--- src/rtl/fprf_pkg.sv ---
package fprf_pkg;
  localparam int TAG_W = 4;
  localparam logic [TAG_W-1:0] TAG_NONE = '0;

  function automatic logic tag_is_legal(input logic [TAG_W-1:0] t);
    return (t >= 4'd1 && t <= 4'd6) || t == 4'd8 || t == 4'd9 ||
           (t >= 4'd10 && t <= 4'd12);
  endfunction
endpackage

--- src/rtl/fprf_entry.sv ---
module fprf_entry
  import fprf_pkg::*;
#(
  parameter int DATA_W = 32,
  parameter logic [DATA_W-1:0] INIT = '0
) (
  input  logic              clk,
  input  logic              rst,
  input  logic              ren_hit,
  input  logic [TAG_W-1:0]  ren_tag,
  input  logic              res_valid,
  input  logic [TAG_W-1:0]  res_tag,
  input  logic [DATA_W-1:0] res_data,
  output logic              busy_o,
  output logic [TAG_W-1:0]  tag_o,
  output logic [DATA_W-1:0] data_o
);
  logic              busy_q;
  logic [TAG_W-1:0]  tag_q;
  logic [DATA_W-1:0] data_q;
  logic              snoop_match;

  assign snoop_match = busy_q && res_valid && (res_tag == tag_q);

  always_ff @(posedge clk) begin
    if (rst) begin
      busy_q <= 1'b0;
      tag_q  <= TAG_NONE;
      data_q <= INIT;
    end else if (ren_hit) begin
      busy_q <= 1'b1;
      tag_q  <= ren_tag;
    end else if (snoop_match) begin
      busy_q <= 1'b0;
      tag_q  <= TAG_NONE;
      data_q <= res_data;
    end
  end

  assign busy_o = busy_q;
  assign tag_o  = tag_q;
  assign data_o = data_q;

  AST_RENAME_TAKES: assert property (@(posedge clk) disable iff (rst)
    ren_hit |=> busy_q && tag_q == $past(ren_tag));
  AST_SNOOP_RETIRES: assert property (@(posedge clk) disable iff (rst)
    (snoop_match && !ren_hit) |=> !busy_q && tag_q == TAG_NONE && data_q == $past(res_data));
  AST_FOREIGN_TAG_HOLDS: assert property (@(posedge clk) disable iff (rst)
    (busy_q && !snoop_match && !ren_hit) |=> busy_q && $stable(tag_q) && $stable(data_q));
  AST_IDLE_IGNORES: assert property (@(posedge clk) disable iff (rst)
    (!busy_q && !ren_hit) |=> !busy_q && $stable(data_q));
  AST_RENAME_WINS: assert property (@(posedge clk) disable iff (rst)
    (snoop_match && ren_hit) |=> busy_q && tag_q == $past(ren_tag) && $stable(data_q));
endmodule

--- src/rtl/fprf_read_port.sv ---
module fprf_read_port
  import fprf_pkg::*;
#(
  parameter int NUM_REGS = 4,
  parameter int DATA_W   = 32,
  localparam int IDX_W   = $clog2(NUM_REGS)
) (
  input  logic [IDX_W-1:0]                 idx,
  input  logic [NUM_REGS-1:0]              busy_vec,
  input  logic [NUM_REGS-1:0][TAG_W-1:0]   tag_vec,
  input  logic [NUM_REGS-1:0][DATA_W-1:0]  data_vec,
  input  logic                             res_valid,
  input  logic [TAG_W-1:0]                 res_tag,
  input  logic [DATA_W-1:0]                res_data,
  output logic [DATA_W-1:0]                data_o,
  output logic [TAG_W-1:0]                 tag_o
);
  logic sel_busy;
  logic bypass;

  assign sel_busy = busy_vec[idx];
  assign bypass   = sel_busy && res_valid && (res_tag == tag_vec[idx]);

  always_comb begin
    if (bypass) begin
      data_o = res_data;
      tag_o  = TAG_NONE;
    end else begin
      data_o = data_vec[idx];
      tag_o  = sel_busy ? tag_vec[idx] : TAG_NONE;
    end
  end
endmodule

--- src/rtl/fp_rename_file.sv ---
module fp_rename_file
  import fprf_pkg::*;
#(
  parameter int NUM_REGS = 4,
  parameter int DATA_W   = 32,
  parameter logic [NUM_REGS*DATA_W-1:0] INIT_DATA =
    {32'h4080_0000, 32'h4040_0000, 32'h4000_0000, 32'h3F80_0000},
  localparam int IDX_W = $clog2(NUM_REGS)
) (
  input  logic              clk,
  input  logic              rst,
  input  logic              ren_valid,
  input  logic [IDX_W-1:0]  ren_idx,
  input  logic [TAG_W-1:0]  ren_tag,
  input  logic              res_valid,
  input  logic [TAG_W-1:0]  res_tag,
  input  logic [DATA_W-1:0] res_data,
  input  logic [IDX_W-1:0]  rd0_idx,
  output logic [DATA_W-1:0] rd0_data,
  output logic [TAG_W-1:0]  rd0_tag,
  input  logic [IDX_W-1:0]  rd1_idx,
  output logic [DATA_W-1:0] rd1_data,
  output logic [TAG_W-1:0]  rd1_tag
);
  logic [NUM_REGS-1:0]             busy_vec;
  logic [NUM_REGS-1:0][TAG_W-1:0]  tag_vec;
  logic [NUM_REGS-1:0][DATA_W-1:0] data_vec;

  for (genvar g = 0; g < NUM_REGS; g++) begin : g_reg
    fprf_entry #(
      .DATA_W (DATA_W),
      .INIT   (INIT_DATA[g*DATA_W +: DATA_W])
    ) i_entry (
      .clk       (clk),
      .rst       (rst),
      .ren_hit   (ren_valid && (ren_idx == IDX_W'(g))),
      .ren_tag   (ren_tag),
      .res_valid (res_valid),
      .res_tag   (res_tag),
      .res_data  (res_data),
      .busy_o    (busy_vec[g]),
      .tag_o     (tag_vec[g]),
      .data_o    (data_vec[g])
    );
  end

  fprf_read_port #(.NUM_REGS(NUM_REGS), .DATA_W(DATA_W)) i_rd0 (
    .idx (rd0_idx), .busy_vec (busy_vec), .tag_vec (tag_vec), .data_vec (data_vec),
    .res_valid (res_valid), .res_tag (res_tag), .res_data (res_data),
    .data_o (rd0_data), .tag_o (rd0_tag)
  );

  fprf_read_port #(.NUM_REGS(NUM_REGS), .DATA_W(DATA_W)) i_rd1 (
    .idx (rd1_idx), .busy_vec (busy_vec), .tag_vec (tag_vec), .data_vec (data_vec),
    .res_valid (res_valid), .res_tag (res_tag), .res_data (res_data),
    .data_o (rd1_data), .tag_o (rd1_tag)
  );

  AST_LEGAL_REN_TAG: assert property (@(posedge clk) disable iff (rst)
    ren_valid |-> tag_is_legal(ren_tag));
  AST_LEGAL_RES_TAG: assert property (@(posedge clk) disable iff (rst)
    res_valid |-> tag_is_legal(res_tag));
  AST_RD0_BUSY_TAG: assert property (@(posedge clk) disable iff (rst)
    (busy_vec[rd0_idx] && !(res_valid && res_tag == tag_vec[rd0_idx])) |-> rd0_tag != TAG_NONE);
endmodule

--- config.mk ---
export PLATFORM = sky130hd
export DESIGN_NAME = fp_rename_file
export DESIGN_NICKNAME = d
export VERILOG_FILES = /design/src/rtl/fprf_pkg.sv /design/src/rtl/fprf_entry.sv /design/src/rtl/fprf_read_port.sv /design/src/rtl/fp_rename_file.sv
export SDC_FILE = /design/constraint.sdc
export NUM_CORES = 1
export LEC_CHECK = 0
export ABC_AREA = 1
export BUFFER_PORTS_ARGS = -buffer_cell sky130_fd_sc_hd__buf_2
export CORE_MARGIN = 2
export CORE_UTILIZATION = 35
export CTS_CLUSTER_DIAMETER = 60
export CTS_CLUSTER_SIZE = 12
export DETAILED_ROUTE_END_ITERATION = 10
export GPL_ROUTABILITY_DRIVEN = 0
export SYNTH_ARGS = -nofsm -noshare
export SYNTH_HDL_FRONTEND = slang
export SYNTH_HIERARCHICAL = 1
export SYNTH_SLANG_ARGS = --single-unit
--- constraint.sdc ---
create_clock -name clk -period 3.7 [get_ports clk]
set_input_delay 1.11 -clock clk [delete_from_list [all_inputs] [get_ports clk]]
set_output_delay 1.11 -clock clk [all_outputs]
set_load 0.05 [all_outputs]
==> qor.yml, run 1 <==
synth_ff_type: "dfxtp_1"
core_um2: 27600
p_comb_share_pct: 26.8
hp-class: "flip-flop to flip-flop"
pwr-share-seq_pct: 36.1
dpl_cell_area_um2: 11000
port_buffers: 121
dr_total_vias: 11238
synth_area_um2: 9780
internal_power_mw: 2.93
die_h_um: 171
wl_per_cell_um: 16.9
crit_required_ns: 2.59
pwr-share-clk_pct: 37.0
cts_root_buf: "clkbuf_16"
drt_pass1_iterations: 5
dieArea_um2: 29300
floorplan.initialDensity_pct: 35.4
fp.dieW_um: 171
crit_path_max_fanout: 15
place_hpwl_um: 23400
setup_viol: 43
area_delta_synth_final_pct: 36.2
synth-async-reset-ratio_pct: 0
antenna_found_initial: 0
cts_sinks: 148
fin_skew_ns: 0.0174
worst_slew_pin_slew_ns: 0.780
critPathLaunchType: "primary input"
synth_top_area_share_pct: 30.3
worst-path-buf-inv: 4
dp_cells: 2136
cts_tree: "yes"
crit_top_cell: "nand2_2"
io-pin-count: 122
slew_headroom_pct: 48.0
synth-seq-cells: 148
syn_nets: 1719
switching_share_pct: 34.8
fin_nets: 1856
synth_area_per_cell_um2: 5.86
insertion_delay_ns: 0.43
syn_inst: 1669
ir_drop_uv: 284
drive_gt1_share_pct: 24.5
arrival_ns: 2.64
holdWs_ns: 0.489
timing.final.hold_violations: 0
slowest_delay_ns: 0.30
critical-path-slowest-cell: "buf_4"
drc: 0
pre_cts_ws_ns: -0.206
post-route-worst-setup-slack_ns: -0.0474
timing.final.crit_share_pct: 101
final_core_util_pct: 48.2
grt_max_degree: 64
report.final.slew_viol_count: 0
cp-end-kind: "output port"
violations: "setup timing"
crit_family: "buffers and inverters"
clock_path_buffers: 2
design_area_um2: 13300
status: "finished, violations left"
powerDensity_nw_per_um2: 338
synth.yosys.seq_area_share_pct: 30.3
grt_setup_unrepaired: "yes"
layout.cells.non_filler: 2197
htreeDepth: 4
gr-usage-all-layers_pct: 24.9
synth_cell_types: 26
rows: 61
grt_pass1_wl_um: 56400
ant_nets: 0
grt_pass1_vias: 10393
synth.area.top_cells: "dfxtp_1, nand2_1, nor2_1, o21ai_0, inv_1"
leakage_nw: 6.46
fmax_mhz: 267
yosysTopAreaCell: "dfxtp_1"
synth_commonest_cells: "nand2_1, nor2_1, inv_1, dfxtp_1, o21ai_0"
crit_path_cell_trace: "buf_12 -> buf_16 -> nand2_2 -> nand3_1 -> nand2_2 -> xor2_4 -> buf_4 -> nand4_1 -> nand2_4 -> buf_8"
synth_edf_count: 0
switching_power_mw: 1.57
yosysWarnings: 6
nFillCells: 2778
power_mw: 4.50
antenna_cells: 0
drv_cap: 0
routed_wl_um: 37200
synth.most_common_cell: "nand2_1"
gr-total-overflow: 0
cts_inserted_buffers: 17
min_period_ns: 3.75
clk_transition_reported_paths_ns: 0.07
tns_ns: -1.16
dr.first_iter.drc_count: 1062
critPathKind: "primary input to output port"
avgViaCountPerCell: 5.12
-- kinds of logic (layout without fill, tap and decap cells) --
family | Yosys count | count (layout) | share of synthesized area (%)
AOI/OAI and AO/OA | 218 | 218 | 12.1
xor gates and xnor gates | 2 | 2 | 0.563
buffers and inverters | 279 | 429 | 12.7
DFF | 148 | 148 | 30.3
and+or+nand+nor | 1022 | 1022 | 44.3
-- timing repair --
action | CTS | global route
endpoints found under the setup margin | 72 | 72
pin swaps | 46 | 58
hold buffers | 0 | 0
buffers inserted | 19 | 4
resized for setup | 255 | 154
cloned | 7 | 2
-- flip-flops by register name (all words and copies together), names as in the netlist --
signal and cells:
g.i_entry/data_o 128, g.i_entry/tag_o 16, g.i_entry/busy_o 4
-- per-layer routing --
metal / part of all wire (%) / global-route usage (%) / up-vias
li1: - / - / 5553
met1: 43 / 32.1 / 5173
met2: 46 / 40.2 / 438
met3: 7.8 / 4.95 / 74
met4: 3.5 / 10.9 / 0
met5: 0 / 0 / -
-- final timing paths --
kind | start | end | slack, ns | cells past startpoint
min | g_reg[0].i_entry/data_o[29] | g_reg[0].i_entry/data_o[29] | 0.49 | 2
max | rd0_idx[0] | rd0_data[16] | -0.05 | 10
max reg2reg | g_reg[3].i_entry/tag_o[1] | g_reg[3].i_entry/data_o[8] | 1.74 | 8
min reg2reg | g_reg[0].i_entry/data_o[29] | g_reg[0].i_entry/data_o[29] | 0.49 | 2
-- cell usage in the layout (no fill, tap or decap) --
cell type,netlist,layout
buf_12,0,22
inv_6,0,5
o22ai_1,64,64
nand3_4,5,10
nand2_2,4,72
buf_16,0,6
clkinv_8,0,1
buf_4,4,61
clkinv_4,0,2
inv_4,0,3
nand2_1,480,369
nand3_2,4,19
o21ai_1,4,4
and3b_1,2,2
clkinvlp_4,0,6
nor2_2,13,13
nand2_4,0,43
inv_8,0,2
nand4_1,76,76
o211ai_2,1,1
buf_8,0,34
a21oi_2,0,1
nor2_4,11,11
inv_1,155,155
clkbuf_16,0,19
nand3b_1,2,2
o21ai_0,128,128
nor2_1,368,368
a21oi_1,18,17
xor2_4,2,2
clkbuf_8,0,1
inv_2,17,13
o211ai_1,3,3
nand3_1,57,37
buf_6,18,52
buf_2,36,47
dfxtp_1,148,148
-- worst reg2reg max path, delay by kind of cell (launching register included) --
family	cells	cell delay, ns
buffers and inverters	2	0.65
AND/OR/NAND/NOR	5	0.51
AO/OA/AOI/OAI	1	0.25
flip-flops	1	0.44
-- power by group through the flow --
stage / Clock (mW) / Sequential, mW / Combinational (mW)
2_1_floorplan: 0 / 1.65 / 0.592
3_3_place_gp: 0 / 1.66 / 0.920
3_5_place_dp: 0 / 1.66 / 0.927
5_1_grt: 1.76 / 1.63 / 1.27
6_report: 1.67 / 1.63 / 1.21
4_1_cts: 1.69 / 1.62 / 1.09
-- area by class of cell --
| type | instances | area [µm²] | share of cell area, % |
|---|---|---|---|
| clock buffer | 18 | 439 | 3.30 |
| clock inverter | 14 | 118 | 0.883 |
| inverter | 172 | 671 | 5.03 |
| multi-input combinational | 1242 | 6210 | 46.6 |
| sequential | 148 | 2960 | 22.2 |
| tap | 378 | 473 | 3.55 |
| timing repair buffer | 224 | 2440 | 18.3 |
| timing repair inverter | 1 | 6.26 | 0.0470 |
No activity file was read; power rests on OpenSTA's default activity.
==> inputs of run 2 (changes only) <==
PLACE_DENSITY = 0.59   (was not set)
RECOVER_POWER = 100   (was not set)
clock period = 4.65 ns   (was 3.7 ns; I/O delays follow)
==> run 2 against run 1 <==
The flow finishes with violations (capacitance limit, slew limit). Total power shrank 24%. Utilization shrank 7.5 points. Setup slack gained 0.16 ns. Cell area shrank 16%. Sequential cell count is the same. Largest cell class unchanged.
==> qor.yml, run 2 (synthesis results as in run 1) <==
status: "finished, violations left"
violations: "capacitance limit, slew limit"
io-pin-count: 122
worst-path-buf-inv: 4
core_um2: 27600
ir_drop_uv: 220
report.final.slew_viol_count: 65
wl_per_cell_um: 16.5
clock_path_buffers: 2
insertion_delay_ns: 0.43
dr.first_iter.drc_count: 1201
drv_cap: 3
crit_family: "simple AND/OR/NAND/NOR gates"
crit_required_ns: 3.25
timing.final.crit_share_pct: 97.7
timing.final.hold_violations: 0
htreeDepth: 4
hp-class: "flip-flop to flip-flop"
grt_pass1_wl_um: 54700
seqCellArea_um2: 2960
nFillCells: 3039
worst_slew_pin_slew_ns: 1.55
fp.dieW_um: 171
antenna_found_initial: 2
pre_cts_ws_ns: 0.133
cts_root_buf: "clkbuf_16"
place_hpwl_um: 22900
most-common-layout-cells: "nand2_1, nor2_1, inv_1"
fmax_mhz: 220
clk_transition_reported_paths_ns: 0.06
tns_ns: 0
gr-total-overflow: 0
final_common_cell: "nand2_1"
cts_setup_buffers: 0
largest_register_ffs: 128
floorplan.initialDensity_pct: 35.4
arrival_ns: 3.15
slowest_delay_ns: 0.27
rows: 61
port_buffers: 121
dieArea_um2: 29300
die_h_um: 171
min_period_ns: 4.54
ant_nets: 0
post-route-worst-setup-slack_ns: 0.108
critical-path-slowest-cell: "nor2_4"
grt_pass1_vias: 9888
avgViaCountPerCell: 5.13
slew_headroom_pct: -3.77
setup_viol: 0
multi_input_area_um2: 5530
gr-usage-all-layers_pct: 24.2
grt_setup_unrepaired: "no"
cts_inserted_buffers: 17
powerDensity_nw_per_um2: 304
dr_total_vias: 10984
grt_max_degree: 65
crit_path_cell_trace: "buf_2 -> buf_4 -> nand2_1 -> nand3_1 -> nand2_2 -> nor2_2 -> nand2_1 -> nor2_4 -> nand3_4 -> buf_4 -> nand2_1 -> nand2_1 -> buf_2"
routed_wl_um: 35400
drive_gt1_share_pct: 14.3
cp-end-kind: "output port"
cts_sinks: 148
crit_path_max_fanout: 8
power_mw: 3.42
drt_pass1_iterations: 5
cts_tree: "yes"
crit_top_cell: "nand2_1"
fin_nets: 1798
critPathLaunchType: "primary input"
drc: 0
critPathKind: "primary input to output port"
fin_skew_ns: 0.0140
area_delta_synth_final_pct: 15.0
leakage_nw: 5.69
[run 2: per-stage QoR]
step / area, µm² / hold slack (ns) / util [%] / cells
finish: 11300 / 0.488 / 40.7 / 2140
global route: 11300 / 0.504 / 40.7 / 2140
CTS: 11300 / 0.485 / 40.9 / 2139
detailed placement: 10700 / 0.469 / 38.8 / 2107
global placement: 10700 / 0.467 / 38.8 / 2107
floorplan: 9780 / 0.440 / - / 1669
[run 2: layer usage]
metal,vias up,GRT usage [%],routed length [µm]
li1,5424,-,-
met1,4987,32.1,15600
met2,484,39.0,15900
met3,87,3.65,2720
met4,2,10.5,1200
met5,-,0,11
[run 2: worst paths after layout]
path	start	endpoint	slack, ns	cells past startpoint
worst max-delay path	rd1_idx[0]	rd1_data[29]	0.11	13
worst min-delay path	g_reg[1].i_entry/data_o[30]	g_reg[1].i_entry/data_o[30]	0.49	2
worst max register to register	g_reg[0].i_entry/tag_o[3]	g_reg[0].i_entry/data_o[20]	1.72	9
worst min register to register	g_reg[1].i_entry/data_o[30]	g_reg[1].i_entry/data_o[30]	0.49	2
[run 2: what timing repair did]
item | in CTS | in global routing
endpoints found under the setup margin | 0 | 21
hold buffers | 0 | 0
gates resized for setup | 0 | 2
[run 2: layout make-up]
class / count / area share, %
timing repair buffer: 167 / 9.31
clock inverter: 14 / 1.37
tap: 378 / 4.20
inverter: 172 / 5.78
antenna: 1 / 0.0222
multi-input combinational: 1242 / 49.2
clock buffer: 18 / 3.81
sequential: 148 / 26.3
[run 2: report_power, final]
part	internal (mW)	switching, mW	leakage (nW)	total (mW)
Clock	0.796	0.611	0.271	1.41
Combinational	0.176	0.542	4.23	0.718
Sequential	1.28	0.0144	1.19	1.29
Total	2.25	1.17	5.69	3.42
[run 2: worst min-delay path: stages, from the launching register on]
cell and delay (ns):
dfxtp_1 0.32, nand2_1 0.06, nand3_1 0.05
